===== src/rtl/irq_rt_pkg.sv =====
package irq_rt_pkg;
  localparam int ROUTE_W = 8;
  typedef logic [ROUTE_W-1:0] route_t;

  // Legal target line: not disabled (0 / all ones), not the cascade line 2,
  // and no higher than the source's ceiling.
  function automatic logic route_usable(input route_t r, input logic narrow,
                                        input int lines);
    route_t ceiling;
    ceiling = narrow ? route_t'(lines - 2) : route_t'(lines - 1);
    return (r != '0) && (r != '1) && (r != route_t'(2)) && (r <= ceiling);
  endfunction

  // Nibble selection of the pin route bytes; bit positions are fixed.
  function automatic route_t pin_route(input int pin, input logic [7:0] b_a,
                                       input logic [7:0] b_bc,
                                       input logic [7:0] b_d);
    case (pin)
      0:       return {4'h0, b_a[7:4]};
      1:       return {4'h0, b_bc[3:0]};
      2:       return {4'h0, b_bc[7:4]};
      default: return {4'h0, b_d[7:4]};
    endcase
  endfunction
endpackage


===== src/rtl/irq_rt_route_sel.sv =====
module irq_rt_route_sel
  import irq_rt_pkg::*;
#(
  parameter int NUM_FN     = 7,
  parameter int NUM_PINS   = 4,
  parameter int NSRC       = 12,
  parameter int NARROW_FN  = 'h2C
) (
  input  logic [8*NUM_FN-1:0]             fn_route,
  input  logic [7:0]                      pin_rt_a,
  input  logic [7:0]                      pin_rt_bc,
  input  logic [7:0]                      pin_rt_d,
  output logic [NSRC-1:0][ROUTE_W-1:0]    src_route,
  output logic [NSRC-1:0]                 src_narrow
);
  localparam int PIN_BASE = NUM_FN + 1;

  // Source 0 is the global slot and never routes anywhere.
  assign src_route[0]  = '0;
  assign src_narrow[0] = 1'b0;

  for (genvar f = 1; f <= NUM_FN; f++) begin : g_fn
    assign src_route[f]  = fn_route[8*(f-1) +: 8];
    assign src_narrow[f] = ((NARROW_FN >> f) & 1) != 0;
  end

  for (genvar p = 0; p < NUM_PINS; p++) begin : g_pin
    assign src_route[PIN_BASE+p]  = pin_route(p, pin_rt_a, pin_rt_bc, pin_rt_d);
    assign src_narrow[PIN_BASE+p] = 1'b0;
  end
endmodule


===== src/rtl/irq_rt_arbiter.sv =====
module irq_rt_arbiter #(
  parameter int NSRC = 12,
  parameter int SW   = 4
) (
  input  logic            clk,
  input  logic            rst_n,
  input  logic [NSRC-1:0] src_lvl,
  output logic            fire,
  output logic [SW-1:0]   src_idx,
  output logic            src_new_lvl
);
  logic [NSRC-1:0] seen_q;
  logic [NSRC-1:0] pending;
  logic [NSRC-1:0] grant;

  assign pending = src_lvl ^ seen_q;
  assign fire    = |pending;

  // Lowest pending source wins.
  always_comb begin
    src_idx = '0;
    for (int i = NSRC - 1; i >= 0; i--) begin
      if (pending[i]) src_idx = SW'(i);
    end
  end

  assign grant       = fire ? (NSRC'(1) << src_idx) : '0;
  assign src_new_lvl = |(src_lvl & grant);

  always_ff @(posedge clk or negedge rst_n) begin
    if (!rst_n) seen_q <= '0;
    else        seen_q <= seen_q ^ grant;
  end
endmodule


===== src/rtl/irq_rt_mask_bank.sv =====
module irq_rt_mask_bank
  import irq_rt_pkg::*;
#(
  parameter int NUM_LINES = 16,
  parameter int NSRC      = 12,
  parameter int SW        = 4
) (
  input  logic                 clk,
  input  logic                 rst_n,
  input  logic                 fire,
  input  logic [SW-1:0]        src_idx,
  input  logic                 src_new_lvl,
  input  route_t               route,
  input  logic                 route_ok,
  output logic [NSRC-1:0]      glob_q,
  output logic [NUM_LINES-1:0] line_q
);
  logic [NSRC-1:0] src_bit;
  logic [NSRC-1:0] glob_nx;

  assign src_bit = NSRC'(1) << src_idx;

  always_comb begin
    glob_nx = glob_q;
    if (fire) glob_nx = src_new_lvl ? (glob_q | src_bit) : (glob_q & ~src_bit);
  end

  always_ff @(posedge clk or negedge rst_n) begin
    if (!rst_n) glob_q <= '0;
    else        glob_q <= glob_nx;
  end

  for (genvar l = 0; l < NUM_LINES; l++) begin : g_line
    logic [NSRC-1:0] mask_q;
    logic [NSRC-1:0] mask_nx;
    logic            hit;

    assign hit = fire && route_ok && (route == route_t'(l));

    always_comb begin
      mask_nx = mask_q;
      if (hit) begin
        mask_nx = src_new_lvl ? (mask_q | src_bit) : (mask_q & ~src_bit);
        mask_nx = mask_nx & glob_nx;
      end
    end

    always_ff @(posedge clk or negedge rst_n) begin
      if (!rst_n) begin
        mask_q    <= '0;
        line_q[l] <= 1'b0;
      end else begin
        mask_q    <= mask_nx;
        line_q[l] <= |mask_nx;
      end
    end
  end
endmodule


===== src/rtl/irq_router.sv =====
module irq_router
  import irq_rt_pkg::*;
#(
  parameter int NUM_LINES = 16,
  parameter int NUM_FN    = 7,
  parameter int NUM_PINS  = 4,
  parameter int NARROW_FN = 'h2C
) (
  input  logic                   clk,
  input  logic                   rst_n,
  input  logic [NUM_PINS-1:0]    pin_lvl,
  input  logic [NUM_FN-1:0]      fn_lvl,
  input  logic [8*NUM_FN-1:0]    fn_route,
  input  logic [7:0]             pin_rt_a,
  input  logic [7:0]             pin_rt_bc,
  input  logic [7:0]             pin_rt_d,
  output logic [NUM_LINES-1:0]   irq_out
);
  localparam int PIN_BASE = NUM_FN + 1;
  localparam int NSRC     = PIN_BASE + NUM_PINS;
  localparam int SW       = $clog2(NSRC);

  logic [NSRC-1:0]              src_lvl;
  logic [NSRC-1:0][ROUTE_W-1:0] src_route;
  logic [NSRC-1:0]              src_narrow;

  // Named event wires, observed by the checker.
  logic            evt_fire;
  logic [SW-1:0]   evt_src;
  logic            evt_lvl;
  route_t          evt_route;
  logic            evt_hits;
  logic [NSRC-1:0] glob_q;

  assign src_lvl = {pin_lvl, fn_lvl, 1'b0};

  irq_rt_route_sel #(
    .NUM_FN(NUM_FN), .NUM_PINS(NUM_PINS), .NSRC(NSRC), .NARROW_FN(NARROW_FN)
  ) u_sel (
    .fn_route  (fn_route),
    .pin_rt_a  (pin_rt_a),
    .pin_rt_bc (pin_rt_bc),
    .pin_rt_d  (pin_rt_d),
    .src_route (src_route),
    .src_narrow(src_narrow)
  );

  irq_rt_arbiter #(.NSRC(NSRC), .SW(SW)) u_arb (
    .clk        (clk),
    .rst_n      (rst_n),
    .src_lvl    (src_lvl),
    .fire       (evt_fire),
    .src_idx    (evt_src),
    .src_new_lvl(evt_lvl)
  );

  assign evt_route = src_route[evt_src];
  assign evt_hits  = route_usable(evt_route, src_narrow[evt_src], NUM_LINES);

  irq_rt_mask_bank #(.NUM_LINES(NUM_LINES), .NSRC(NSRC), .SW(SW)) u_bank (
    .clk        (clk),
    .rst_n      (rst_n),
    .fire       (evt_fire),
    .src_idx    (evt_src),
    .src_new_lvl(evt_lvl),
    .route      (evt_route),
    .route_ok   (evt_hits),
    .glob_q     (glob_q),
    .line_q     (irq_out)
  );
endmodule


===== config.mk =====
export PLATFORM = sky130hd
export DESIGN_NAME = irq_router
export DESIGN_NICKNAME = d
export VERILOG_FILES = /design/src/rtl/irq_rt_pkg.sv /design/src/rtl/irq_rt_route_sel.sv /design/src/rtl/irq_rt_arbiter.sv /design/src/rtl/irq_rt_mask_bank.sv /design/src/rtl/irq_router.sv
export SDC_FILE = /design/constraint.sdc
export NUM_CORES = 1
export LEC_CHECK = 0
export ABC_AREA = 1
export BUFFER_PORTS_ARGS = -buffer_cell sky130_fd_sc_hd__buf_4
export CORE_UTILIZATION = 45
export CTS_BUF_LIST = sky130_fd_sc_hd__clkbuf_8
export DETAILED_ROUTE_END_ITERATION = 10
export PLACE_DENSITY_LB_ADDON = 0.05
export SLEW_MARGIN = 20
export SYNTH_ARGS = -nofsm -noshare
export SYNTH_HDL_FRONTEND = slang
export SYNTH_SLANG_ARGS = --single-unit

===== constraint.sdc =====
create_clock -name clk -period 4.49 [get_ports clk]
set_input_delay 0.898 -clock clk [delete_from_list [all_inputs] [get_ports clk]]
set_output_delay 0.898 -clock clk [all_outputs]
set_load 0.02 [all_outputs]

==> run summary <==
Top cells by count, synth -> nand2_1 (414), inv_1 (288), dfrtp_1 (232)
Post-Syn Area -> 12,200 um2
Hold crit path type -> reg2reg
Antenna Cells -> 0
Antenna Nets Post-Route -> 0
Synth Flop Type -> dfrtp_1
CP Launch Type -> primary input
R2R Path Start -> u_arb.seen_q[4]
CP most frequent cell -> nand2_1
Max-cap violations -> 0
Final Hold Fails -> 0
Routed length per instance -> 16.1 um
Multiplexer share of the synthesized area -> 0%
Worst R2R Setup Slack -> 630 ps
Total gr overflow -> 0
Count of final setup violators -> 0
Synth top area cells -> dfrtp_1 (47%), nand2_1 (13%), inv_1 (8.8%)
Fmax -> 0.256 GHz
Sum Neg Setup Slack -> 0 ps
Vias in the first global route -> 10,200
Post-DR vias/cell -> 5.02
Port Buffer Count -> 100
Initial cell density of the core -> 45.7%
GR Util All Layers -> 25.2%
Reg2reg end -> u_bank.line_q[15]
Rel. slew slack -> 35.5%
Nets -> 1,844
Clock sinks -> 232
Area leader, netlist -> dfrtp_1
Period minus WS final -> 3910 ps
Pwr Density -> 550 nW/um2
Die X -> 167 um
Die footprint -> 27,900 um2
Slew at the pin closest to its max-slew limit -> 968 ps
Final Max Tran Viols -> 0
Status -> finished clean
Area delta synth->final -> 18.2%
RSZ-0062 raised after global routing -> false
# rows -> 60
Simple-Gate Fraction of Synth Area -> 25.5%
Largest net degree at the start of global routing -> 114
Share of cells above drive strength 1 -> 16.4%
Post-synthesis xor/xnor area fraction -> 0.787%
Crit-path max cell delay -> 290 ps
Compound-Gate Fraction of Synth Area -> 13.2%
Root Driver -> clkbuf_8
CTS tree -> built
Post-Syn Instances -> 1,619
Static Leak -> 7.85 nW
Sequential element share of the synthesized area -> 47.4%
Post-synth top area share -> 47.4%
Synth async-reset ratio -> 100%
Crit. End Element -> flop
Routed wire length -> 34.2 mm
Final Cycle Share -> 87.1%
Final Total Pwr -> 0.00796 W
IO Count -> 109
Iteration-0 DRC Markers -> 679
Die height -> 167 um
Routability cong. -> 0.881
Post-Synthesis Net Count -> 1,713
Crit path DAT -> 4340 ps
Number of synthesized flops with an enable pin -> 0
Setup Fix Bufs, Post-CTS -> 0
Placed insts -> 2,048
Crit path kind -> in2reg
Yosys reg bits -> 232
WHS -> 374 ps
Non-Filler Instances -> 2,121
Clk_lat worst skew -> 560 ps
Initial antenna violation count -> 1
Clk buf depth -> 3
Required @ worst endpoint -> 4920 ps
Most frequent cell after synthesis -> nand2_1
Peak VDD IR -> 0.000320 V
Post-route DRC -> 0
Worst-path clk slew -> 60 ps
CTS Buf Count -> 41
Worst path buffer plus inverter count -> 5
Core box area -> 26,800 um2
Hold depth -> 0
Hold endpoint -> u_bank.g_line[0].mask_q[9]
Hold-fix buffers, CTS -> 0
Post-Synth Adder-Cell Area -> 0.102%
Worst Path Max Fanout -> 17
Skew final -> 29.0 ps
Fillers -> 2,621
CP top delay family -> simple AND/OR/NAND/NOR gates
Critical path's slowest cell -> ha_1
Warnings from Yosys -> 0
DPL Wire Length -> 24.4 mm
R2r worst-path depth -> 25
Detailed Routing Iterations Pass 1 -> 7
Syn Area/Cell -> 7.56 um2
Core Util, Final -> 54.0%
Largest family of logic cells by synthesized area -> simple AND/OR/NAND/NOR gates
First-pass GRT wire length -> 54.6 mm
Post-CTS resize count -> 0
HP Start -> u_bank.g_line[0].mask_q[9]
Via Count -> 10,700
CTS H-tree depth -> 2
Yosys cell types -> 42
-- per-layer routing --
layer / GRT usage [%] / vias up / wire [um] / share of wire (%)
li1: - / 5361 / - / -
met1: 36.1 / 4980 / 16600 / 49
met2: 39.7 / 258 / 15300 / 45
met3: 3.61 / 54 / 1690 / 4.9
met4: 6.88 / 2 / 633 / 1.8
met5: 0 / - / 12 / 0.035
-- power by group --
part / switching, W / internal, W
registers: 0.000352 / 0.00258
logic: 0.00199 / 0.00110
clock network: 0.000894 / 0.00104
total: 0.00324 / 0.00473
-- layout make-up --
type | instances | area [um2] | area share (%)
sequential | 232 | 5810 | 40.1
multi-input combinational | 998 | 4850 | 33.5
clock inverter | 21 | 103 | 0.709
inverter | 307 | 1160 | 7.99
timing repair buffer | 170 | 1410 | 9.74
clock buffer | 52 | 716 | 4.95
tap | 341 | 427 | 2.95
-- worst max path at each step --
| stage | end | cells past startpoint | start | slack (ps) |
|---|---|---|---|---|
| after floorplan | u_bank.line_q[15] | 28 | pin_lvl[0] | 630 |
| after global routing | u_bank.line_q[15] | 32 | pin_lvl[2] | 270 |
| final | u_bank.line_q[15] | 26 | fn_lvl[3] | 580 |
| after CTS | u_bank.line_q[15] | 26 | fn_lvl[3] | 600 |
| after detailed placement | u_bank.line_q[15] | 26 | fn_lvl[3] | 30 |
| after global placement | u_bank.line_q[14] | 26 | fn_lvl[3] | 70 |
-- worst reg2reg max path, stage by stage, from the launching register on --
cell     delay, ps
dfrtp_1        410
xor2_1         160
buf_4          160
nor2_1         170
nand2_1         80
nand2_1         70
nand2_2         60
inv_2          250
buf_4          260
or2_0          130
nand3_1         90
nand2_1         70
nand2_1        110
inv_2           70
nand2_2         90
ha_1           290
nor2_1         120
nand3_1         90
nor2_1         170
nor2_4         110
nand2_2        250
nand2_1         90
nand2_1         90
nand2_1         60
nor2_1         200
nand3_1        110
-- cells in the final DEF (no fill, tap or decap), types with 6 or more instances in the layout --
master / netlist / final
nand4_1: 27 / 27
nand3_1: 98 / 98
clkbuf_8: 0 / 52
o21a_1: 22 / 22
clkinv_2: 1 / 7
nor2_4: 9 / 9
nor2_1: 89 / 89
nand3b_1: 11 / 11
or2_2: 6 / 6
nor3_1: 7 / 7
o21ai_1: 25 / 25
nor4_1: 7 / 7
nand2_1: 414 / 414
buf_4: 6 / 159
inv_1: 288 / 301
a21oi_1: 14 / 14
buf_12: 0 / 10
xor2_1: 7 / 7
and2_1: 6 / 6
a31oi_1: 79 / 79
dfrtp_1: 232 / 232
nand2_2: 10 / 10
o21ai_0: 127 / 127
inv_2: 12 / 12
-- metrics by stage --
stage	instance area, um2	setup WS [ps]
global route	14500	272
floorplan	12200	631
detailed placement	13600	30.5
global placement	13600	73.6
CTS	14500	604
finish	14500	581
-- sequential cells by signal, summed over array words and instances (netlist names) --
signal,count
u_bank.glob_q,12
u_bank.line_q,16
u_bank.g_line.mask_q,192
u_arb.seen_q,12
-- logic make-up (layout without fill, tap and decap cells) --
kind of cell / count (synthesis) / in the layout
simple gates: 702 / 702
buf+inv: 389 / 550
compound gates: 283 / 283
flops: 232 / 232
xor+xnor: 11 / 11
fa+ha+maj: 1 / 1
other cells: 1 / 1
No activity file was read; power rests on OpenSTA's default activity.
